===== src/rtl/cardclk_pkg.sv =====
package cardclk_pkg;

  // Total base-cycle ratio for a prescale code and divisor field.
  // Used only to build reset constants at elaboration.
  function automatic int unsigned total_ratio(input int unsigned pre_code,
                                              input int unsigned div_code,
                                              input int unsigned pre_w);
    int unsigned fac;
    fac = 1;
    for (int i = 0; i < 16; i++) begin
      if (i < int'(pre_w) && pre_code[i]) fac = 2 << i;
    end
    return fac * (div_code + 1);
  endfunction

endpackage


===== src/rtl/cardclk_check.sv =====
module cardclk_check #(
  parameter int PRE_W = 8,
  parameter int DIV_W = 4
) (
  input  logic [PRE_W-1:0] pre,
  input  logic [DIV_W-1:0] div,
  output logic             legal
);
  logic multi_hot;
  logic all_zero;

  assign multi_hot = ($countones(pre) > 1);
  assign all_zero  = (pre == '0) && (div == '0);
  assign legal     = !multi_hot && !all_zero;
endmodule


===== src/rtl/cardclk_decode.sv =====
module cardclk_decode #(
  parameter int PRE_W = 8,
  parameter int DIV_W = 4,
  parameter int LEN_W = PRE_W + DIV_W + 1
) (
  input  logic [PRE_W-1:0] pre,
  input  logic [DIV_W-1:0] div,
  output logic [LEN_W-1:0] hi_len,
  output logic [LEN_W-1:0] lo_len
);
  localparam int SH_W = $clog2(PRE_W + 2);

  logic [SH_W-1:0] sh_term [PRE_W];
  logic [SH_W-1:0] shift;
  logic [LEN_W-1:0] total;

  // each one-hot bit contributes its own shift amount
  for (genvar i = 0; i < PRE_W; i++) begin : g_term
    assign sh_term[i] = pre[i] ? SH_W'(i + 1) : '0;
  end

  always_comb begin
    shift = '0;
    for (int i = 0; i < PRE_W; i++) shift = shift | sh_term[i];
  end

  assign total  = (LEN_W'(div) + LEN_W'(1)) << shift;
  assign hi_len = total >> 1;
  assign lo_len = total - hi_len;
endmodule


===== src/rtl/cardclk_setreg.sv =====
module cardclk_setreg #(
  parameter int PRE_W = 8,
  parameter int DIV_W = 4,
  parameter logic [PRE_W-1:0] RESET_PRE = 8'h80,
  parameter logic [DIV_W-1:0] RESET_DIV = '0
) (
  input  logic             clk,
  input  logic             rst,
  input  logic             wr_en,
  input  logic [PRE_W-1:0] wr_pre,
  input  logic [DIV_W-1:0] wr_div,
  input  logic             wr_legal,
  output logic [PRE_W-1:0] pend_pre,
  output logic [DIV_W-1:0] pend_div,
  output logic             bad_flag
);
  always_ff @(posedge clk) begin
    if (rst) begin
      pend_pre <= RESET_PRE;
      pend_div <= RESET_DIV;
      bad_flag <= 1'b0;
    end else if (wr_en) begin
      bad_flag <= !wr_legal;
      if (wr_legal) begin
        pend_pre <= wr_pre;
        pend_div <= wr_div;
      end
    end
  end

  // a rejected write leaves the stored setting untouched
  p_keep_on_reject_r3: assert property (@(posedge clk) disable iff (rst)
    (wr_en && !wr_legal) |=> ($stable(pend_pre) && $stable(pend_div)));

  // the flag reports the legality of the latest write
  p_flag_tracks_write_r4: assert property (@(posedge clk) disable iff (rst)
    wr_en |=> (bad_flag == !$past(wr_legal)));

  // the flag only moves on a write
  p_flag_quiet_r10: assert property (@(posedge clk) disable iff (rst)
    !wr_en |=> $stable(bad_flag));
endmodule


===== src/rtl/cardclk_phase.sv =====
module cardclk_phase #(
  parameter int LEN_W = 13,
  parameter logic [LEN_W-1:0] RST_HI = 128,
  parameter logic [LEN_W-1:0] RST_LO = 128
) (
  input  logic             clk,
  input  logic             rst,
  input  logic             run_en,
  input  logic [LEN_W-1:0] pend_hi,
  input  logic [LEN_W-1:0] pend_lo,
  output logic             clk_out,
  output logic             rise_out
);
  logic [LEN_W-1:0] cnt;
  logic [LEN_W-1:0] act_hi;
  logic [LEN_W-1:0] act_lo;
  logic             hi_done;
  logic             lo_done;

  assign hi_done = (cnt >= act_hi - LEN_W'(1));
  assign lo_done = (cnt >= act_lo - LEN_W'(1));

  always_ff @(posedge clk) begin
    if (rst) begin
      clk_out  <= 1'b0;
      rise_out <= 1'b0;
      cnt      <= '0;
      act_hi   <= RST_HI;
      act_lo   <= RST_LO;
    end else begin
      rise_out <= 1'b0;
      if (clk_out) begin
        if (hi_done) begin
          clk_out <= 1'b0;
          cnt     <= '0;
          act_hi  <= pend_hi;
          act_lo  <= pend_lo;
        end else begin
          cnt <= cnt + LEN_W'(1);
        end
      end else if (lo_done) begin
        if (run_en) begin
          clk_out  <= 1'b1;
          rise_out <= 1'b1;
          cnt      <= '0;
        end else begin
          act_hi <= pend_hi;
          act_lo <= pend_lo;
        end
      end else begin
        cnt <= cnt + LEN_W'(1);
      end
    end
  end

  // the marker coincides with a fresh 0 -> 1 step of the clock
  p_rise_marks_edge_r9: assert property (@(posedge clk) disable iff (rst)
    rise_out == (clk_out && !$past(clk_out)));

  // with the enable low, a low output never rises
  p_hold_low_r8: assert property (@(posedge clk) disable iff (rst)
    (!clk_out && !run_en) |=> !clk_out);

  // the active lengths change only while the output is low
  p_apply_when_low_r7: assert property (@(posedge clk) disable iff (rst)
    (!$stable(act_hi) || !$stable(act_lo)) |-> !clk_out);

  // a high phase ends after exactly its programmed length
  p_high_length_r6: assert property (@(posedge clk) disable iff (rst)
    $fell(clk_out) |-> ($past(cnt) == $past(act_hi) - LEN_W'(1)));
endmodule


===== src/rtl/cardclk_gen.sv =====
module cardclk_gen #(
  parameter int PRE_W = 8,
  parameter int DIV_W = 4,
  parameter logic [PRE_W-1:0] RESET_PRE = 8'h80,
  parameter logic [DIV_W-1:0] RESET_DIV = '0
) (
  input  logic             clk,
  input  logic             rst,
  input  logic             wr_en,
  input  logic [PRE_W-1:0] wr_pre,
  input  logic [DIV_W-1:0] wr_div,
  input  logic             run_en,
  output logic             card_clk,
  output logic             bad_setting,
  output logic             rise_pulse
);
  import cardclk_pkg::*;

  localparam int LEN_W = PRE_W + DIV_W + 1;
  localparam int unsigned RST_N = total_ratio(RESET_PRE, RESET_DIV, PRE_W);
  localparam logic [LEN_W-1:0] RST_HI = LEN_W'(RST_N / 2);
  localparam logic [LEN_W-1:0] RST_LO = LEN_W'(RST_N - RST_N / 2);

  logic             wr_legal;
  logic             pend_legal;
  logic [PRE_W-1:0] pend_pre;
  logic [DIV_W-1:0] pend_div;
  logic [LEN_W-1:0] pend_hi;
  logic [LEN_W-1:0] pend_lo;

  cardclk_check #(.PRE_W(PRE_W), .DIV_W(DIV_W)) i_wr_check (
    .pre(wr_pre), .div(wr_div), .legal(wr_legal)
  );

  cardclk_setreg #(
    .PRE_W(PRE_W), .DIV_W(DIV_W), .RESET_PRE(RESET_PRE), .RESET_DIV(RESET_DIV)
  ) i_setreg (
    .clk(clk), .rst(rst), .wr_en(wr_en), .wr_pre(wr_pre), .wr_div(wr_div),
    .wr_legal(wr_legal), .pend_pre(pend_pre), .pend_div(pend_div),
    .bad_flag(bad_setting)
  );

  cardclk_check #(.PRE_W(PRE_W), .DIV_W(DIV_W)) i_pend_check (
    .pre(pend_pre), .div(pend_div), .legal(pend_legal)
  );

  cardclk_decode #(.PRE_W(PRE_W), .DIV_W(DIV_W), .LEN_W(LEN_W)) i_decode (
    .pre(pend_pre), .div(pend_div), .hi_len(pend_hi), .lo_len(pend_lo)
  );

  cardclk_phase #(.LEN_W(LEN_W), .RST_HI(RST_HI), .RST_LO(RST_LO)) i_phase (
    .clk(clk), .rst(rst), .run_en(run_en), .pend_hi(pend_hi),
    .pend_lo(pend_lo), .clk_out(card_clk), .rise_out(rise_pulse)
  );

  // the stored setting is always a legal one
  p_stored_legal_r3: assert property (@(posedge clk) disable iff (rst)
    pend_legal);
endmodule


===== config.mk =====
export PLATFORM = sky130hd
export DESIGN_NAME = cardclk_gen
export DESIGN_NICKNAME = d
export VERILOG_FILES = /design/src/rtl/cardclk_pkg.sv /design/src/rtl/cardclk_check.sv /design/src/rtl/cardclk_decode.sv /design/src/rtl/cardclk_setreg.sv /design/src/rtl/cardclk_phase.sv /design/src/rtl/cardclk_gen.sv
export SDC_FILE = /design/constraint.sdc
export NUM_CORES = 1
export LEC_CHECK = 0
export ABC_CLOCK_PERIOD_IN_PS = 7800
export BUFFER_PORTS_ARGS = -buffer_cell sky130_fd_sc_hd__clkbuf_2
export CORE_ASPECT_RATIO = 0.9
export CORE_MARGIN = 1
export CORE_UTILIZATION = 60
export CTS_CLUSTER_DIAMETER = 120
export CTS_CLUSTER_SIZE = 14
export DETAILED_ROUTE_END_ITERATION = 10
export PLACE_DENSITY = 0.79
export SYNTH_ARGS = -nofsm -noshare
export SYNTH_HDL_FRONTEND = slang
export SYNTH_SLANG_ARGS = --single-unit

===== constraint.sdc =====
create_clock -name clk -period 7.8 [get_ports clk]
set_input_delay 0.78 -clock clk [delete_from_list [all_inputs] [get_ports clk]]
set_output_delay 0.78 -clock clk [all_outputs]
set_load 0.02 [all_outputs]

# --- Word level (Yosys, flattened, before mapping) ---
# Index checks and enable logic that the tools add are counted.
op_classes:
  add_sub_neg: 12
  magnitude_cmp: 3
  n_eq_ne: 3
  shifts: 1
  muxes: 24
  bitwise: 7
  n_reduce_logical: 11
op_table:
  columns: ["op", "count"]
  rows:
  - ["$mux W13", 12]
  - ["$add A32 B32 Y32", 3]
  - ["$gt A32 B2 Y1 const B", 1]
  - ["$or A4 B4 Y4", 7]
  - ["$ge A13 B13 Y1", 2]
  - ["$sub A13 B1 Y13 const B", 2]
  - ["$add A13 B1 Y13 const B", 1]
  - ["$shl A13 B4 Y13", 1]
  - ["$sub A13 B12 Y13", 1]
  - ["$mux W3", 4]
  - ["$add A1 B1 Y2", 4]
  - ["$logic_not A8 Y1", 1]
  - ["$add A4 B1 Y5 const B", 1]
  - ["$mux W1", 5]
  - ["$logic_not A4 Y1", 1]
  - ["$mux W2", 2]
  - ["$mux W4", 1]
  - ["$logic_not A1 Y1", 3]
  - ["$ne A3 B2 Y1 const B", 1]
  - ["$reduce_and A3 Y1", 1]
  - ["$logic_and A1 B1 Y1", 2]
  - ["$ne A2 B1 Y1 const B", 1]
  - ["$ne A2 B2 Y1 const B", 1]
  - ["$reduce_and A2 Y1", 1]
  - ["other kinds (2)", 2]
totals:
  register_bits: 54
  input_bits: 16
  word_cells: 69

# --- Longest topological paths before layout ---
depth:
  ltp_word: 13
  depth_mapped: 15

# --- Hierarchy ---
# Synthesis repeated with hierarchy kept, for this count alone.
unflattened:
  hier_cells: 562
  hier_area_um2: 4690.7
modules_own_cells:
  columns: ["mod", "instances", "cells_per_inst", "area_each_um2", "seq_area_each_um2"]
  rows:
  - ["cardclk_phase", 1, 325, 2812.7, 820.8]
  - ["cardclk_decode", 1, 152, 1047.3, 0.0]
  - ["cardclk_setreg", 1, 58, 603.1, 260.2]
  - ["cardclk_check", 1, 27, 227.7, 0.0]

# --- Worst setup path after synthesis ---
# OpenSTA, ideal clock, no wires.
synth_timing:
  kind: "input to register"
  start: "input wr_pre[6]"
  end: "register i_setreg.pend_pre[7]"
  setup_ns: 0.119
  arrival_time_ns: 3.857
  setup_slack_ns: 3.824
  path_stages: 11
  n_path_buf: 1
  path_cell_list: "ha_1 > fa_1 > fa_1 > ha_1 > inv_1 > fa_1 > nand4b_1 > a21oi_1 > clkbuf_1 > mux2i_1 > nand2_1"
synth_via:
  elab_chain_cells: 7
  word_cells_on_any_way: 10
  cone_classes: "3 x add/sub; 1 x order compare; 6 x reduce/logical"
synth_rtl:
  columns: ["item", "line_no", "text"]
  rows:
  - ["start: declaration", "cardclk_gen.sv:10", "input logic [PRE_W-1:0] wr_pre,"]
  - ["$add A1 B1 Y2 (not written as such)", "cardclk_check.sv:12", "assign multi_hot = ($countones(pre) > 1);"]
  - ["$add A32 B32 Y32 (not written as such) (2 in a row)", "cardclk_check.sv:12", null]
  - ["$gt A32 B2 Y1", "cardclk_check.sv:12", null]
  - ["$logic_not A1 Y1", "cardclk_check.sv:14", "assign legal = !multi_hot && !all_zero;"]
  - ["$logic_and A1 B1 Y1 (*)", "cardclk_check.sv:14", null]
  - ["$reduce_and A2 Y1 (no line) (*)", null, null]
  - ["end signal: assignment", "cardclk_setreg.sv:25", "pend_pre <= wr_pre;"]
  - ["end: declaration", "cardclk_setreg.sv:13", "output logic [PRE_W-1:0] pend_pre,"]
# Every way passes the cells marked *; elsewhere a longest branch is shown, timed or not.
# A chain may end at the register's enable or synchronous reset.

# --- Final worst setup path ---
layout_timing:
  start: "register i_phase.act_lo[0]"
  end: "register i_phase.act_hi[11]"
layout_via:
  elab_chain_cells: 4
layout_rtl:
  columns: ["item", "line_no", "text"]
  rows:
  - ["start: declaration", "cardclk_phase.sv:16", "logic [LEN_W-1:0] act_lo;"]
  - ["start signal: assignment", "cardclk_phase.sv:37", "act_lo <= pend_lo;"]
  - ["start signal: assignment", "cardclk_phase.sv:48", "act_lo <= pend_lo;"]
  - ["$sub A13 B1 Y13", "cardclk_phase.sv:21", "assign lo_done = (cnt >= act_lo - LEN_W'(1));"]
  - ["$ge A13 B13 Y1", "cardclk_phase.sv:21", null]
  - ["$reduce_bool A2 Y1 (no line)", null, null]
  - ["$reduce_and A3 Y1 (no line)", null, null]
  - ["end signal: assignment", "cardclk_phase.sv:36", "act_hi <= pend_hi;"]
  - ["end signal: assignment", "cardclk_phase.sv:47", "act_hi <= pend_hi;"]
  - ["end: declaration", "cardclk_phase.sv:15", "logic [LEN_W-1:0] act_hi;"]
# No other way between the ends.

==> impl_metrics.tcl <==
set metrics [dict create \
    first_pass_iters 5 \
    synth_area_um2 4149 \
    cp-endpoint "i_phase.act_hi[11]" \
    yosys.area.top_type "dfxtp_1" \
    hold_viol 0 \
    ctsHoldBuffers 0 \
    cp-start-kind "flip-flop" \
    setup_tns_ps 0 \
    ys_dominant_reg_cell "dfxtp_1" \
    vias_per_cell 5.792 \
    yosysTopAreaCellShare_pct 25.57 \
    grt_pass1_vias 3060 \
    status "complete, no violations" \
    synth_edf_count 0 \
    fp.dieArea_um2 7252 \
    crit_start "i_phase.act_lo[0]" \
    maxSlewHeadroom_pct 28.64 \
    report.final.slew_viol_count 0 \
    period_needed_ps 4178 \
    pin_count 19 \
    cts_resized 0 \
    synth_nets 572 \
    worstPathBufferInverterCount 1 \
    rsz0062_at_grt "false" \
    drc 0 \
    final_common_cell "nor2_1" \
    hp-class "flip-flop to flip-flop" \
    cts_setup_buffers 0 \
    cts_buffer_depth 2 \
    final_util_pct 66.82 \
    worst_pin_slew_ps 1068 \
    post_drt_wl_per_cell_um 14.55 \
    p_leak_nw 1.948 \
    cp_slowest_cell "a21oi_4" \
    cts.sinks 53 \
    dpl.hpwl_mm 6.873 \
    r2r_cells 13 \
    setup_ws_ps 3622 \
    core_um2 6621 \
    powerDensity_nw_per_um2 233.1 \
    post-place-ws_ps 3517 \
    drive_gt1_share_pct 8.415 \
    synth_area_per_cell_um2 8.315 \
    start_util_pct 62.66 \
    worstPathRequired_ps 8050 \
    rows 28 \
    port_buffers 18 \
    root_buffer "clkbuf_8" \
    vias 3481 \
    yosys-top-cells-area "dfxtp_1 (26%), ha_1 (16%), mux2i_1 (7.0%), nor2_1 (6.8%), xnor2_1 (4.4%)" \
    worst-path-stages 13 \
    wl_mm 8.745 \
    layout_common_cells "nor2_1 (75), dfxtp_1 (53), ha_1 (52)" \
    clock_skew_ps 10.91 \
    ant_nets 0 \
    grt_overflow 0 \
    arrival_ps 4430 \
    ir_drop_mv 0.1380 \
    synth_seq_cells 53 \
    reg2reg_slack_ps 3620 \
    cp_common_cell "ha_1" \
    cts_tree "built" \
    ctsHtreeMaxLevel 2 \
    crit_family "compound AO/OA/AOI/OAI gates" \
    fp.dieH_um 80.89 \
    antenna_cells 0 \
    synth.distinct_cells 52 \
    antenna_found_initial 0 \
    grt.total_usage_pct 25.47 \
    die_x_um 89.66 \
    synth_warnings 0 \
    clkTransAtPathRegs_ps 100 \
    crit_fanout 34 \
    critPathCaptureType "flip-flop" \
    nets 583 \
    syn-instance-count 499 \
    yosysSeqAreaShare_pct 25.57 \
    numCtsBuffers 5 \
    ys_async_sr_fraction_pct 0 \
    r2r_start "i_phase.act_lo[0]" \
    worstSkewPairLatency_ps 310 \
    grt_pass1_wl_mm 14.32 \
    crit_chain "inv_1 -> ha_1 -> nand2_1 -> or3_1 -> nor4_1 -> xnor2_1 -> ha_1 -> and4_1 -> nand3_1 -> o31a_1 -> a21oi_4 -> mux2_2 -> nor2_1" \
    fillers 559 \
    crit_type "flip-flop to flip-flop" \
    area_growth_pct 6.634 \
    setup_viol 0 \
    max_freq_mhz 239.3 \
    whs_ps 504.1 \
    fin_crit_sh_pct 53.57 \
    gp_congestion 0.8910 \
    r2r_end "i_phase.act_hi[11]" \
    cap_violations 0 \
    drt_iter0_drc 173 \
    finalPower_mw 1.031 \
    grt_max_degree 39 \
    critPathMaxStageDelay_ps 900 \
]
## registers in the layout (all words and copies together) (netlist names)
register and cells:
i_setreg.pend_pre 8, i_setreg.bad_flag 1, i_phase.act_hi 12, i_phase.clk_out 1
i_phase.rise_out 1, i_phase.act_lo 13, i_phase.cnt 13, i_setreg.pend_div 4
## logic make-up after synthesis
group / after synthesis / synth area share, %
xor gates and xnor gates: 40 / 8.444
muxes: 30 / 7.268
and+or+nand+nor: 167 / 19.75
buffers and inverters: 60 / 5.579
DFF: 53 / 25.57
AOI/OAI and AO/OA: 92 / 15.29
adders and majority gates: 57 / 18.09
## layout make-up
cell class,instances,area [um2],share of cell area [%]
tap,90,112.6,2.545
inverter,45,168.9,3.818
timing repair buffer,19,97.59,2.206
clock buffer,6,82.58,1.867
clock inverter,2,37.54,0.8484
multi-input combinational,386,2864,64.73
sequential,53,1061,23.98
## synth_stat cells, types with 2 or more instances
cell type and number:
o2111ai_1 7, nand4b_1 2, o21ai_0 14, nor4_2 2, nor3b_1 2, a211oi_2 3
clkbuf_1 9, ha_1 52, o31a_1 2, o21a_1 3, dfxtp_1 53, and2_1 2
buf_2 5, or3_1 6, and3_1 5, nor4_1 5, o22ai_1 2, fa_1 5
o21ai_1 10, or4_1 5, nand3_1 14, nor2b_1 5, nand2_1 23, nand2b_1 3
nor3_1 8, nor2_1 75, nand4_1 5, and4_1 2, a31oi_1 5, a21oi_1 19
xor2_1 19, a211oi_1 8, xnor2_1 21, a41o_1 2, mux2i_1 29, inv_1 41
a21o_1 8, inv_2 4
## power breakdown
| part | switching [mW] | total, mW | internal, mW |
|---|---|---|---|
| Sequential | 0.0171 | 0.299 | 0.282 |
| Clock | 0.0968 | 0.201 | 0.105 |
| Combinational | 0.314 | 0.531 | 0.217 |
## per-stage QoR
stage	cells	area, um2
final	601	4424
after global routing	601	4424
after CTS	601	4424
after detailed placement	593	4304
after global placement	593	4304
after floorplan	499	4149
## how the worst min path moves through the flow
stage	from	to	slack, ps	depth (start not counted)
global placement	i_setreg.bad_flag	i_setreg.bad_flag	490	2
floorplan	i_phase.act_lo[10]	i_phase.act_lo[10]	480	2
CTS	i_setreg.bad_flag	i_setreg.bad_flag	510	2
detailed placement	i_setreg.bad_flag	i_setreg.bad_flag	490	2
global route	i_setreg.bad_flag	i_setreg.bad_flag	540	2
finish	i_setreg.bad_flag	i_setreg.bad_flag	500	2
## routing by layer
metal  wire length (um)  vias to the layer above  track usage, %
met5                  0                        -               0
met4                 46                        0           3.810
met3                332                        5           4.268
met2               3895                       67           39.85
met1               4470                     1630           37.27
li1                   -                     1779               -
## tightest hold or removal path, delay by kind of cell (launching register included)
kind / cells / cell delay (ps)
simple gates: 2 / 140
flops: 1 / 330
Power figures use the tool's default switching activity.
